--- src/rtl/hic_pkg.sv ---
package hic_pkg;
  typedef enum logic [1:0] {
    ST_LOCK = 2'd0,
    ST_OFF  = 2'd1,
    ST_WAIT = 2'd2,
    ST_LINK = 2'd3
  } hic_state_e;

  localparam int unsigned LINES = 4;
  localparam int unsigned L_BP_SCL = 0;
  localparam int unsigned L_BP_SDA = 1;
  localparam int unsigned L_CD_SCL = 2;
  localparam int unsigned L_CD_SDA = 3;
endpackage

--- src/rtl/hic_sync2.sv ---
module hic_sync2 #(
  parameter int unsigned W = 4
) (
  input  logic         clk,
  input  logic         rst_n,
  input  logic [W-1:0] d,
  output logic [W-1:0] q
);
  logic [W-1:0] meta_q;
  logic [W-1:0] sync_q;

  for (genvar i = 0; i < W; i++) begin : g_bit
    always_ff @(posedge clk or negedge rst_n) begin
      if (!rst_n) begin
        meta_q[i] <= 1'b0;
        sync_q[i] <= 1'b0;
      end else begin
        meta_q[i] <= d[i];
        sync_q[i] <= meta_q[i];
      end
    end
  end

  assign q = sync_q;
endmodule

--- src/rtl/hic_bus_watch.sv ---
module hic_bus_watch #(
  parameter int unsigned IDLE_CYCLES = 11875
) (
  input  logic                    clk,
  input  logic                    rst_n,
  input  logic [hic_pkg::LINES-1:0] lines,
  input  logic                    clear,
  output logic                    stop_ok,
  output logic                    idle_hit
);
  import hic_pkg::*;

  localparam int unsigned CW = $clog2(IDLE_CYCLES + 1);
  localparam logic [CW-1:0] LIMIT = CW'(IDLE_CYCLES - 1);

  logic          bp_scl_prev_q;
  logic          bp_sda_prev_q;
  logic          all_high;
  logic          card_idle;
  logic [CW-1:0] cnt_q;
  logic [CW-1:0] cnt_d;
  logic          cnt_en;

  always_ff @(posedge clk or negedge rst_n) begin
    if (!rst_n) begin
      bp_scl_prev_q <= 1'b0;
      bp_sda_prev_q <= 1'b0;
    end else begin
      bp_scl_prev_q <= lines[L_BP_SCL];
      bp_sda_prev_q <= lines[L_BP_SDA];
    end
  end

  assign all_high  = &lines;
  assign card_idle = lines[L_CD_SCL] & lines[L_CD_SDA];

  // data rises while clock stays high across both samples
  assign stop_ok = lines[L_BP_SCL] & bp_scl_prev_q &
                   lines[L_BP_SDA] & ~bp_sda_prev_q & card_idle;

  always_comb begin
    cnt_en = 1'b0;
    cnt_d  = cnt_q;
    if (clear || !all_high) begin
      cnt_en = (cnt_q != '0);
      cnt_d  = '0;
    end else if (cnt_q != LIMIT) begin
      cnt_en = 1'b1;
      cnt_d  = cnt_q + 1'b1;
    end
  end

  always_ff @(posedge clk or negedge rst_n) begin
    if (!rst_n) begin
      cnt_q <= '0;
    end else if (cnt_en) begin
      cnt_q <= cnt_d;
    end
  end

  assign idle_hit = all_high & (cnt_q == LIMIT);
endmodule

--- src/rtl/hic_seq.sv ---
module hic_seq (
  input  logic clk,
  input  logic rst_n,
  input  logic supply_ok,
  input  logic enable,
  input  logic stop_ok,
  input  logic idle_hit,
  output logic waiting,
  output logic linked
);
  import hic_pkg::*;

  hic_state_e state_q;
  hic_state_e state_d;

  always_comb begin
    state_d = state_q;
    if (!supply_ok) begin
      state_d = ST_LOCK;
    end else begin
      unique case (state_q)
        ST_LOCK: state_d = enable ? ST_WAIT : ST_OFF;
        ST_OFF:  if (enable) state_d = ST_WAIT;
        ST_WAIT: begin
          if (!enable)                  state_d = ST_OFF;
          else if (stop_ok || idle_hit) state_d = ST_LINK;
        end
        ST_LINK: if (!enable) state_d = ST_OFF;
        default: state_d = ST_LOCK;
      endcase
    end
  end

  always_ff @(posedge clk or negedge rst_n) begin
    if (!rst_n) begin
      state_q <= ST_LOCK;
    end else begin
      state_q <= state_d;
    end
  end

  assign waiting = (state_q == ST_WAIT);
  assign linked  = (state_q == ST_LINK);
endmodule

--- src/rtl/hotplug_connect_ctrl.sv ---
module hotplug_connect_ctrl #(
  parameter int unsigned IDLE_CYCLES = 11875
) (
  input  logic clk,
  input  logic rst_n,
  input  logic supply_ok,
  input  logic enable,
  input  logic bp_scl,
  input  logic bp_sda,
  input  logic cd_scl,
  input  logic cd_sda,
  output logic connect,
  output logic precharge_en,
  output logic ready
);
  import hic_pkg::*;

  logic [LINES-1:0] raw_lines;
  logic [LINES-1:0] sync_lines;
  logic             stop_ok;
  logic             idle_hit;
  logic             waiting;
  logic             linked;

  assign raw_lines = {cd_sda, cd_scl, bp_sda, bp_scl};

  hic_sync2 #(.W(LINES)) u_sync (
    .clk   (clk),
    .rst_n (rst_n),
    .d     (raw_lines),
    .q     (sync_lines)
  );

  hic_bus_watch #(.IDLE_CYCLES(IDLE_CYCLES)) u_watch (
    .clk      (clk),
    .rst_n    (rst_n),
    .lines    (sync_lines),
    .clear    (~waiting),
    .stop_ok  (stop_ok),
    .idle_hit (idle_hit)
  );

  hic_seq u_seq (
    .clk       (clk),
    .rst_n     (rst_n),
    .supply_ok (supply_ok),
    .enable    (enable),
    .stop_ok   (stop_ok),
    .idle_hit  (idle_hit),
    .waiting   (waiting),
    .linked    (linked)
  );

  // supply loss drops the link without waiting for an edge
  assign connect      = linked & supply_ok;
  assign ready        = connect;
  assign precharge_en = ~connect;
endmodule

--- config.mk ---
export PLATFORM = sky130hd
export DESIGN_NAME = hotplug_connect_ctrl
export DESIGN_NICKNAME = d
export VERILOG_FILES = /design/src/rtl/hic_pkg.sv /design/src/rtl/hic_sync2.sv /design/src/rtl/hic_bus_watch.sv /design/src/rtl/hic_seq.sv /design/src/rtl/hotplug_connect_ctrl.sv
export SDC_FILE = /design/constraint.sdc
export NUM_CORES = 1
export LEC_CHECK = 0
export BUFFER_PORTS_ARGS = -buffer_cell sky130_fd_sc_hd__buf_2
export CAP_MARGIN = 15
export CORE_ASPECT_RATIO = 0.75
export CORE_MARGIN = 2
export CORE_UTILIZATION = 50
export CTS_CLUSTER_DIAMETER = 50
export DETAILED_ROUTE_END_ITERATION = 6
export HOLD_SLACK_MARGIN = 0.1
export PLACE_DENSITY = 0.76
export SYNTH_ARGS = -nofsm -noshare
export SYNTH_HDL_FRONTEND = slang
export SYNTH_SLANG_ARGS = --single-unit
export TNS_END_PERCENT = 20
--- constraint.sdc ---
create_clock -name clk -period 2.9 [get_ports clk]
set_input_delay 0.435 -clock clk [delete_from_list [all_inputs] [get_ports clk]]
set_output_delay 0.435 -clock clk [all_outputs]
set_load 0.01 [all_outputs]
# After elaboration in Yosys (flattened, before gate mapping)

Cells that the tools add are included.

Bitwise operators: 10
$mul: 0
Muxes and demuxes: 11
Equality and inequality tests: 8
Divide/modulo/power cells: 0
Shift operators: 0
Reduce and logical (&&, ||, !) cells: 9
Magnitude comparators: 0
$add $sub $neg: 1

Operator list:

| cell                                           | count |
|---|---|
| two-way mux 14 bit                             | 2 |
| adder 14 x 1 -> 14 bit (second input constant) | 1 |
| == test 14 bit (second input constant)         | 1 |
| != test 14 bit (second input constant)         | 1 |
| nonzero test 14 bit                            | 1 |
| two-way mux 2 bit                              | 6 |
| case mux 2 bit (4 select lines)                | 1 |
| bitwise AND 1 bit                              | 7 |
| != test 3 bit (second input constant)          | 2 |
| == test 2 bit (second input constant)          | 2 |
| != test 4 x 3 -> 1 bit (second input constant) | 1 |
| AND reduction 4 bit                            | 1 |
| inverter 1 bit                                 | 3 |
| AND reduction 3 bit                            | 1 |
| == test 2 x 1 -> 1 bit (second input constant) | 1 |
| logical NOT 2 bit                              | 1 |
| logical OR 1 bit                               | 2 |
| two-way mux 1 bit                              | 2 |
| AND reduction 2 bit                            | 1 |
| nonzero test 2 bit                             | 1 |
| logical NOT 1 bit                              | 1 |

Bits in read-only memories: 0
Flip-flop bits (word level): 26
Logic and storage cells: 51
Output and inout bits: 3
Memories: 0
Latch bits: 0
RAM bits: 0
Input port bits: 8

# Longest topological paths before layout

Depth in word-level cells: 9
Gate-level depth with buffers: 7
Gate-level depth less buffers: 6

# Cells and area by module

Synthesis repeated with hierarchy kept, for this count alone.

Cells, all modules: 107
Area total of the unflattened synthesis: 1263.7 sq um

Modules (own cells, without submodules):

| module               | cells each | instances | area each (sq um) | sequential area each (sq um) |
|---|---|---|---|---|
| hic_bus_watch        | 88         | 1         | 954.7             | 400.4 |
| hic_sync2            | 8          | 1         | 200.2             | 200.2 |
| hic_seq              | 7          | 1         | 87.6              | 50.0 |
| hotplug_connect_ctrl | 4          | 1         | 21.3              | 0.0 |

# Least setup slack after synthesis

No wires, ideal clock.

Kind: register -> register
From: reg u_watch.cnt_q[0]
To: reg u_watch.cnt_q[4]
Setup time: 0.078 ns
Data arrival time: 1.717 ns
Period minus slack after synthesis: 1.795 ns
Data required time: 2.822 ns
Path slack: 1.105 ns
Cell stages (with the launch flop): 8
Path buffers: 1
Cells stage by stage: dfrtp_1 -> inv_1 -> ha_1 -> and4_4 -> and4_1 -> buf_6 -> or4_1 -> a21oi_1

Word-level cells in the longest chain between the ends: 4
Elaborated cells between the ends (all ways): 9
Classes of those cells: add/sub: 1; eq/ne: 1; mux: 4; reduce/logical: 3

RTL lines:

| element                                                                        | line                | text |
|---|---|---|
| start, declared                                                                | hic_bus_watch.sv:20 | `logic [CW-1:0] cnt_q;` |
| start signal, assigned                                                         | hic_bus_watch.sv:57 | `cnt_q <= cnt_d;` |
| parallel branches: the longest is 4 deep, another holds adder 14 x 1 -> 14 bit | --                  |  |

Parallel ways; which one is timed is not known. The select of a mux whose other input is x is not followed.
A chain may end at the register's enable or synchronous reset.

# Final worst setup path

From: reg u_watch.cnt_q[0]
To: reg u_watch.cnt_q[7]

The elaborated chain is that of the path after synthesis.

==> out/qor.yml <==
timing:
  rsz0062_at_grt: "false"
  hold_violations: 0
  fmax_mhz: 533
  slew-limit-headroom_pct: 61.1
  finalCritPeriodShare_pct: 64.7
  hold_ws_ns: 0.209
  drv_slew: 0
  tightestPinTransition_ns: 0.581
  skew_ns: 0.00536
  setup-tns-final_ns: 0
  period_needed_ns: 1.87
  setup_ws_ns: 1.03
  setup_violations: 0
cts:
  numCtsBuffers: 3
  cts_root_buf: "clkbuf_4"
  cts_tree: "done"
  htree_levels: 1
  postCtsHoldBufs: 1
  cts_resized: 0
  cts.clk_slew.worst_paths_ns: 0.13
  post_cts_buffers: 0
  clk_latency_ns: 0.32
  cts_buffer_depth: 2
  clock-sinks: 26
flow_run:
  max_cap_viol_count: 0
floorplan:
  die_w_um: 60.6
  start_util_pct: 52.5
  dieArea_um2: 2820
  rows: 15
  ios: 11
  coreArea_um2: 2290
  fp.dieH_um: 46.5
routing:
  wirelength_um: 2130
  ant_nets: 0
  drt_iter0_drc: 33
  wl_per_cell_um: 13.5
  vias: 855
  drc_errors: 0
  drtPass1Iterations: 4
  avgViaCountPerCell: 5.45
place:
  io_buffers: 10
  hpwl_um: 1480
  pre_cts_ws_ns: 1.04
  globalplace.congestion: 0.838
synthesis:
  synth_most_common_cell: "dfrtp_1"
  synth_common_cells: "26 x dfrtp_1, 12 x nor2_1, 8 x inv_1"
  ys_types: 35
  synth_top_area_share_pct: 54.1
  syn_area_um2: 1200
  synth.area.top_cells: "dfrtp_1 54%, xnor2_1 5.1%, nor2_1 3.7%"
  ys.warnings.count: 0
  seq_area_frac_synth_pct: 54.1
  synth_largest_area_cell: "dfrtp_1"
  synthArstFlopShare_pct: 100
  syn-num-nets: 125
  synthFlopType: "dfrtp_1"
  synth_seq_cells: 26
  synth_edf_count: 0
  synthCells: 114
  synth_area_per_cell_um2: 10.5
grt:
  first_global_vias: 736
  grt_max_degree: 27
  antenna_found_initial: 0
  grt_pass1_wl_um: 3540
  gr-total-overflow: 0
  grtUsageTotal_pct: 18.4
critical_path:
  path_class: "reg -> reg"
  worstSetupEndpointType: "flop"
  slowest_stage: "or4b_1"
  cp.arrival_ns: 2.13
  cp_slowest_stage_delay_ns: 0.48
  start_kind: "flop"
  cp_top_family: "simple AND/OR/NAND/NOR gates"
  path_buf_inv: 1
  cp_max_fo: 9
  required_ns: 3.16
  crit_chain: "inv_1 > ha_1 > and4_4 > and4_1 > or4b_1 > a21oi_1"
status:
  outcome: "complete, no violations"
pwr:
  power-per-cell-area_nw_per_um2: 526
  max-vdd-ir-drop_mv: 0.335
  power.leakage_nw: 0.564
cells_and_area:
  antenna_cells: 0
  drive_above_1_share_pct: 12.2
  syn_to_final_growth_pct: 9.37
  nNetsFinal: 135
  final_core_util_pct: 57.4
worst_hold_path:
  hold_class: "in -> reg"
[kinds of logic after synthesis]
family	synth area share, %
compound gates	6.04
buf+inv	6.04
xor+xnor	5.83
flops	54.1
fa+ha+maj	3.12
mux	2.50
simple gates	22.4
[layout make-up]
cell class                      instances  area, um2
Multi-Input combinational cell         74        479
Fill cell                             194        975
Tap cell                               34       42.5
Sequential cell                        26        651
Clock inverter                          1       30.0
Clock buffer                            3       22.5
Inverter                                8       30.0
Timing Repair Buffer                   11       60.1
[worst register-to-register path, stage by stage, from the launching register on]
cell and delay, ns:
dfrtp_1 0.46, inv_1 0.09, ha_1 0.20, and4_4 0.16
and4_1 0.28, or4b_1 0.48, a21oi_1 0.15
[final timing paths]
check,from,to,slack (ns),cells after the start
max,u_watch.cnt_q[0]$_DFFE_PN0P_,u_watch.cnt_q[7]$_DFFE_PN0P_,1.03,6
min,cd_scl,u_sync.meta_q[2]$_DFF_PN0_,0.21,1
max reg2reg,u_watch.cnt_q[0]$_DFFE_PN0P_,u_watch.cnt_q[7]$_DFFE_PN0P_,1.03,6
min reg2reg,u_sync.meta_q[1]$_DFF_PN0_,u_sync.q[1]$_DFF_PN0_,0.37,0
max in group asynchronous,rst_n,u_watch.cnt_q[8]$_DFFE_PN0P_,1.91,2
min in group asynchronous,rst_n,u_watch.cnt_q[10]$_DFFE_PN0P_,0.62,2
[where the power goes]
| part | total (mW) | internal [mW] | switching [mW] |
|---|---|---|---|
| combinational | 0.0639 | 0.0229 | 0.0410 |
| sequential | 0.388 | 0.376 | 0.0117 |
| clock | 0.240 | 0.140 | 0.100 |
[placed cells by master, fill, tap and decap left out, types with 4 or more instances in the layout]
cell type	count
buf_2	10
nor2_1	12
dfrtp_1	26
inv_1	8
nand2_1	4
nor4_1	5
nand3_1	7
xnor2_1	7
o21ai_0	4
[per-layer routing]
metal / vias up / track usage (%) / routed length, um
li1: 415 / - / -
met1: 400 / 26.1 / 1010
met2: 31 / 24.9 / 930
met3: 9 / 5.06 / 117
met4: 0 / 10.9 / 70
met5: - / 0 / 0
[per-stage QoR]
| stage | instances | power (mW) | instance area (um2) |
|---|---|---|---|
| floorplan | 114 | 0.433 | 1200 |
| global placement | 152 | 0.457 | 1250 |
| detailed placement | 152 | 0.459 | 1250 |
| CTS | 157 | 0.702 | 1320 |
| global route | 157 | 0.730 | 1320 |
| finish | 157 | 0.692 | 1320 |
[flip-flops by register name (all words and copies together), names as in the netlist]
register,cells
u_sync.meta_q,4
u_seq.state_q,2
u_watch.bp_sda_prev_q,1
u_watch.bp_scl_prev_q,1
u_sync.q,4
u_watch.cnt_q,14
Note: power is estimated with default switching activity, not from simulation.
